## config.mk

```make
export PLATFORM = sky130hd
export DESIGN_NAME = sad4x4_pe
export DESIGN_NICKNAME = d
export VERILOG_FILES = /design/src/rtl/sad_pe_pkg.sv /design/src/rtl/sad_pix_bank.sv /design/src/rtl/sad_absdiff_tree.sv /design/src/rtl/sad_best_tracker.sv /design/src/rtl/sad4x4_pe.sv
export SDC_FILE = /design/constraint.sdc
export NUM_CORES = 1
export LEC_CHECK = 0
export BUFFER_PORTS_ARGS = -buffer_cell sky130_fd_sc_hd__buf_2
export CAP_MARGIN = 20
export CORE_MARGIN = 5
export CORE_UTILIZATION = 55
export DETAILED_ROUTE_END_ITERATION = 6
export HOLD_SLACK_MARGIN = 0.06
export PLACE_DENSITY = 0.72
export SLEW_MARGIN = 20
export SYNTH_ARGS = -nofsm -noshare
export SYNTH_HDL_FRONTEND = slang
export SYNTH_HIERARCHICAL = 1
export SYNTH_SLANG_ARGS = --single-unit
```

## constraint.sdc

```tcl
create_clock -name clk -period 22 [get_ports clk]
set_input_delay 5.5 -clock clk [delete_from_list [all_inputs] [get_ports clk]]
set_output_delay 5.5 -clock clk [all_outputs]
set_load 0.01 [all_outputs]
```

## src/rtl/sad_pe_pkg.sv

```systemverilog
`timescale 1ns/1ps
package sad_pe_pkg;
    localparam int PIX_W    = 8;
    localparam int BLK_ROWS = 4;
    localparam int BLK_COLS = 4;
    localparam int NPIX     = BLK_ROWS * BLK_COLS;
    localparam int ROW_W    = $clog2(BLK_ROWS);
    localparam int WORD_W   = BLK_COLS * PIX_W;
    localparam int PART_W   = PIX_W + $clog2(BLK_COLS);
    localparam int SAD_W    = PART_W + $clog2(BLK_ROWS);
    localparam int MV_W     = 8;

    typedef logic [PIX_W-1:0]          pix_t;
    typedef logic [NPIX-1:0][PIX_W-1:0] blk_t;
    typedef logic [SAD_W-1:0]          sad_t;

    typedef struct packed {
        logic signed [MV_W-1:0] x;
        logic signed [MV_W-1:0] y;
    } mv_t;

    typedef struct packed {
        sad_t sad;
        mv_t  mv;
    } cand_t;

    localparam sad_t SAD_INIT = '1;

    function automatic pix_t pix_mag(input pix_t a, input pix_t b);
        return (a > b) ? (a - b) : (b - a);
    endfunction
endpackage

```

## src/rtl/sad_pix_bank.sv

```systemverilog
`timescale 1ns/1ps
module sad_pix_bank
    import sad_pe_pkg::*;
#(
    parameter int ROWS = BLK_ROWS,
    parameter int COLS = BLK_COLS,
    parameter int PW   = PIX_W,
    localparam int WW  = COLS * PW,
    localparam int RW  = $clog2(ROWS)
) (
    input  logic                         clk,
    input  logic                         rst,
    input  logic                         we,
    input  logic [RW-1:0]                row,
    input  logic [WW-1:0]                word,
    output logic [ROWS*COLS-1:0][PW-1:0] pix
);
    logic [WW-1:0] rows_q [ROWS];

    for (genvar r = 0; r < ROWS; r++) begin : g_row
        always_ff @(posedge clk) begin
            if (rst) begin
                rows_q[r] <= '0;
            end else if (we && row == RW'(r)) begin
                rows_q[r] <= word;
            end
        end
        for (genvar c = 0; c < COLS; c++) begin : g_col
            assign pix[r*COLS+c] = rows_q[r][c*PW +: PW];
        end
    end

    // the addressed row holds the written word one edge later
    a_r1_row_written: assert property (@(posedge clk) disable iff (rst)
        we |=> rows_q[$past(row)] == $past(word));
endmodule

```

## src/rtl/sad_absdiff_tree.sv

```systemverilog
`timescale 1ns/1ps
module sad_absdiff_tree
    import sad_pe_pkg::*;
#(
    parameter int ROWS = BLK_ROWS,
    parameter int COLS = BLK_COLS,
    parameter int PW   = PIX_W,
    localparam int N   = ROWS * COLS,
    localparam int PW1 = PW + $clog2(COLS),
    localparam int SW  = PW1 + $clog2(ROWS)
) (
    input  logic [N-1:0][PW-1:0] cur_pix,
    input  logic [N-1:0][PW-1:0] ref_pix,
    output logic [SW-1:0]        sad
);
    logic [PW-1:0]  mag  [N];
    logic [PW1-1:0] part [ROWS];

    for (genvar i = 0; i < N; i++) begin : g_mag
        assign mag[i] = (cur_pix[i] > ref_pix[i]) ? (cur_pix[i] - ref_pix[i])
                                                  : (ref_pix[i] - cur_pix[i]);
    end

    for (genvar r = 0; r < ROWS; r++) begin : g_part
        logic [PW1-1:0] acc;
        always_comb begin
            acc = '0;
            for (int c = 0; c < COLS; c++) begin
                acc = acc + PW1'(mag[r*COLS+c]);
            end
        end
        assign part[r] = acc;
    end

    always_comb begin
        sad = '0;
        for (int r = 0; r < ROWS; r++) begin
            sad = sad + SW'(part[r]);
        end
    end
endmodule

```

## src/rtl/sad_best_tracker.sv

```systemverilog
`timescale 1ns/1ps
module sad_best_tracker
    import sad_pe_pkg::*;
(
    input  logic  clk,
    input  logic  rst,
    input  logic  search_start,
    input  logic  cand_valid,
    input  logic  cand_last,
    input  cand_t cand,
    output sad_t  best_sad,
    output mv_t   best_mv,
    output logic  done
);
    sad_t bar;
    logic take;

    assign bar  = search_start ? SAD_INIT : best_sad;
    assign take = cand_valid && (cand.sad < bar);

    always_ff @(posedge clk) begin
        if (rst) begin
            best_sad <= SAD_INIT;
            best_mv  <= '0;
            done     <= 1'b0;
        end else begin
            done <= cand_valid && cand_last;
            if (take) begin
                best_sad <= cand.sad;
                best_mv  <= cand.mv;
            end else if (search_start) begin
                best_sad <= SAD_INIT;
                best_mv  <= '0;
            end
        end
    end

    // the minimum only falls within a search
    a_r6_never_rises: assert property (@(posedge clk) disable iff (rst)
        !search_start |=> best_sad <= $past(best_sad));

    // a start with no candidate leaves the cleared state
    a_r5_start_clears: assert property (@(posedge clk) disable iff (rst)
        (search_start && !cand_valid) |=> (best_sad == SAD_INIT && best_mv == '0));

    // an equal SAD keeps the earlier vector
    a_r7_tie_keeps: assert property (@(posedge clk) disable iff (rst)
        (cand_valid && !search_start && cand.sad == best_sad) |=> best_mv == $past(best_mv));

    // done follows the last candidate by one cycle
    a_r9_done_after_last: assert property (@(posedge clk) disable iff (rst)
        (cand_valid && cand_last) |=> done);

    // done stays low otherwise
    a_r9_done_only_then: assert property (@(posedge clk) disable iff (rst)
        !(cand_valid && cand_last) |=> !done);
endmodule

```

## src/rtl/sad4x4_pe.sv

```systemverilog
`timescale 1ns/1ps
module sad4x4_pe
    import sad_pe_pkg::*;
(
    input  logic              clk,
    input  logic              rst,
    input  logic              search_start,
    input  logic              cur_we,
    input  logic [ROW_W-1:0]  cur_row,
    input  logic [WORD_W-1:0] cur_word,
    input  logic              ref_we,
    input  logic [ROW_W-1:0]  ref_row,
    input  logic [WORD_W-1:0] ref_word,
    input  logic              cand_valid,
    input  logic              cand_last,
    input  logic [MV_W-1:0]   cand_mvx,
    input  logic [MV_W-1:0]   cand_mvy,
    output logic [SAD_W-1:0]  best_sad,
    output logic [MV_W-1:0]   best_mvx,
    output logic [MV_W-1:0]   best_mvy,
    output logic              done
);
    blk_t  cur_pix, ref_pix;
    sad_t  cand_sad;
    cand_t cand;
    mv_t   best_mv;

    sad_pix_bank u_cur_bank (
        .clk (clk), .rst (rst), .we (cur_we), .row (cur_row),
        .word(cur_word), .pix (cur_pix)
    );

    sad_pix_bank u_ref_bank (
        .clk (clk), .rst (rst), .we (ref_we), .row (ref_row),
        .word(ref_word), .pix (ref_pix)
    );

    sad_absdiff_tree u_tree (
        .cur_pix(cur_pix), .ref_pix(ref_pix), .sad(cand_sad)
    );

    assign cand.sad  = cand_sad;
    assign cand.mv.x = cand_mvx;
    assign cand.mv.y = cand_mvy;

    sad_best_tracker u_best (
        .clk         (clk),
        .rst         (rst),
        .search_start(search_start),
        .cand_valid  (cand_valid),
        .cand_last   (cand_last),
        .cand        (cand),
        .best_sad    (best_sad),
        .best_mv     (best_mv),
        .done        (done)
    );

    assign best_mvx = best_mv.x;
    assign best_mvy = best_mv.y;
endmodule

```

==> reports/metrics.yaml <==
setup_path:
  critPathCaptureType: "flop"
  arrival_ps: 10600
  crit_family: "adder cells"
  cp_num_buf_inv: 7
  cp_slowest_cell: "fa_1"
  crit_type: "flop to flop"
  worstPathMaxFanout: 28
  start_kind: "flop"
  cpPeakStageDelay_ps: 530
  required_ps: 22470
timing:
  max_freq_mhz: 98.7
  relSlewSlack_pct: 31.5
  finalCritPeriodShare_pct: 46.1
  fin_hold_ws_ps: 457
  min_period_ps: 10130
  drv_slew: 0
  tns_ps: 0
  setup_violations: 0
  skew_ps: 34.9
  rsz0062_at_grt: "false"
  tightest_slew_ps: 1020
  finalHoldViolations: 0
outcome:
  status: "complete, no violations"
detailed_routing:
  num_vias: 21261
  viasPerCell: 6.06
  wl_met2_um: 34800
  first_pass_iters: 6
  drt-initial-drc-count: 1922
  wl_met3_um: 5850
  wl_met1_um: 30600
  routed.top_layer: "met4"
  wl_per_cell_um: 21.3
  wl_um: 74700
  ant_nets: 0
  post-route-drc-count: 0
layout:
  finish.net_count: 3375
  multiInputGateArea_sq_um: 15900
  regArea_sq_um: 8270
  fillers: 4091
  antenna_cells: 0
  syn2layout_area_growth_pct: 6.97
  drive_gt1_share_pct: 9.12
clock_network:
  insertion_delay_ps: 570
  ctsHoldBuffers: 0
  htreeDepth: 2
  cts_root_buf: "clkbuf_16"
  post_cts_resized: 0
  post_cts_buffers: 0
  numCtsBuffers: 34
  cts_tree: "done"
  cts_num_sinks: 285
  cts_buffer_depth: 3
  path_clk_slew_ps: 60
synth:
  synth_cell_types: 73
  synth_nets: 3355
  synthFlopType: "edfxtp_1"
  synthXorXnorAreaFrac_pct: 1.99
  synth-edff-count: 256
  synth_mux_area_share_pct: 3.32
  syn_area_sq_um: 26500
  ys_ff_latch: 285
  synth_top_family_by_area: "adder cells"
  syn_avg_cell_area_sq_um: 9.28
  synth-simple-area-share_pct: 16.2
  yosys_warnings: 6
  synthCells: 2850
  synth-compound-area-share_pct: 15.3
  synthAdderAreaFrac_pct: 23.2
  async_reset_ff_share_pct: 0
  yosysSeqAreaShare_pct: 31.2
global_route:
  grt_max_degree: 62
  gr-total-overflow: 0
  grt_pass1_vias: 20988
  antenna_found_initial: 0
  track_usage_pct: 27.6
  grt_pass1_wl_um: 115000
floorplan:
  ios: 120
  design.core.area_sq_um: 47600
  rows: 80
  start_util_pct: 55.5
  dieArea_sq_um: 52600
  die_y_um: 229
  fp.dieW_um: 229
hold_path:
  hold_class: "flop to flop"
placement:
  gp_congestion: 0.958
  dpl.hpwl_um: 58300
  portBuffers: 119
run:
  drv_cap: 0
==> worst register-to-register path: cells and delay by family, from the launching register on <==
| kind | cells | cell delay, ps |
|---|---|---|
| adder cells (fa/ha/maj) | 11 | 4380 |
| AO/OA/AOI/OAI | 13 | 2760 |
| buffers and inverters | 7 | 760 |
| XOR/XNOR | 2 | 540 |
| multiplexers | 2 | 720 |
| AND/OR/NAND/NOR | 5 | 480 |
| flip-flops | 1 | 390 |
==> through the flow <==
stage	instances	area (sq um)	setup WS [ps]	utilization (%)
finish	3510	28300	11870	59.4
global route	3510	28300	11300	59.4
CTS	3510	28300	11960	59.4
detailed placement	3449	27200	12000	57.0
global placement	3448	27100	12250	57.0
floorplan	2850	26500	13000	-
==> layer usage <==
metal,track usage [%],up-vias
met2,45.9,941
met1,36.9,10252
li1,-,9907
met5,0,-
met4,10.8,0
met3,3.81,161
==> layout make-up <==
cell class                      instances  share of cell area, %
Multi-Input combinational cell       2024                   56.2
Inverter                              387                   5.13
Timing Repair Buffer                  138                   2.65
Clock inverter                         21                  0.853
Sequential cell                       285                   29.2
Tap cell                              615                   2.72
Clock buffer                           40                   3.19
==> path summary, 6_finish.rpt <==
path / from / end / slack (ps) / cells past startpoint
worst max-delay path: u_cur_bank/rows_q[0][8]$_SDFFCE_PN0P_ / u_best/best_mv[12]$_SDFFE_PP0P_ / 11870 / 40
worst min-delay path: u_best/best_mv[6]$_SDFFE_PP0P_ / u_best/best_mv[6]$_SDFFE_PP0P_ / 460 / 2
worst min register to register: u_best/best_mv[6]$_SDFFE_PP0P_ / u_best/best_mv[6]$_SDFFE_PP0P_ / 460 / 2
worst max register to register: u_cur_bank/rows_q[0][8]$_SDFFCE_PN0P_ / u_best/best_mv[12]$_SDFFE_PP0P_ / 11870 / 40
==> layout by cell type, fill, tap and decap left out, types with 35 or more instances in the layout <==
cell       synthesis  routed
nand2_1          145     143
nand3_1           39      39
fa_1             128     128
a21oi_1          184     184
edfxtp_1         256     256
nor3_1            76      76
mux2i_1           74      74
a211oi_1          71      71
nand3b_1          92      92
ha_1             286     286
a21o_1            68      68
inv_1            387     387
nand4_1           36      36
o21ai_0          101     101
buf_2             76     119
nor2_1           338     338
clkbuf_16          0      35
==> kinds of logic (layout without fill, tap and decap cells) <==
group                      after synthesis  in the layout
adders and majority gates              414            414
DFF                                    285            285
AOI/OAI and AO/OA                      594            594
xor gates and xnor gates                60             60
buffers and inverters                  541            586
and+or+nand+nor                        870            870
muxes                                   86             86
==> flip-flops by register name (all words and copies together) (netlist names) <==
register	count
u_best/best_mv	16
u_best/best_sad	12
u_best/done	1
u_cur_bank/rows_q	128
u_ref_bank/rows_q	128
==> synthesized netlist by cell type, drive strengths merged, types with 9 or more instances <==
master  instances  area share (%)
o211ai         10            0.28
nand3          39            0.74
mux2i          74             2.8
mux2           12            0.52
nand4          36            0.85
a211oi         75             2.2
edfxtp        256              29
xnor2          29            0.96
clkbuf         46            0.66
and2           13            0.31
o21ai         106             2.0
or3            23            0.54
a21o           68             1.9
a21oi         186             3.5
or4            11            0.31
nor4           11            0.26
a41oi           9            0.72
a41o            9            0.34
or2            19            0.45
o21bai         20            0.57
nand2b         31            0.73
buf           108             2.6
dfxtp          29             2.2
a31oi           9            0.21
nand3b         94             2.8
nor3b          10            0.28
nand2         145             2.1
nor3           77             1.5
nor2          343             4.9
a211o          12            0.40
fa            128             9.7
ha            286              14
a311oi          9            0.30
xor2           31             1.0
a22oi          19            0.54
inv           387             5.5
Power is left out: the tool's default activity adds up to more than one toggle a clock period on the data nets, which glitch-free logic cannot reach.
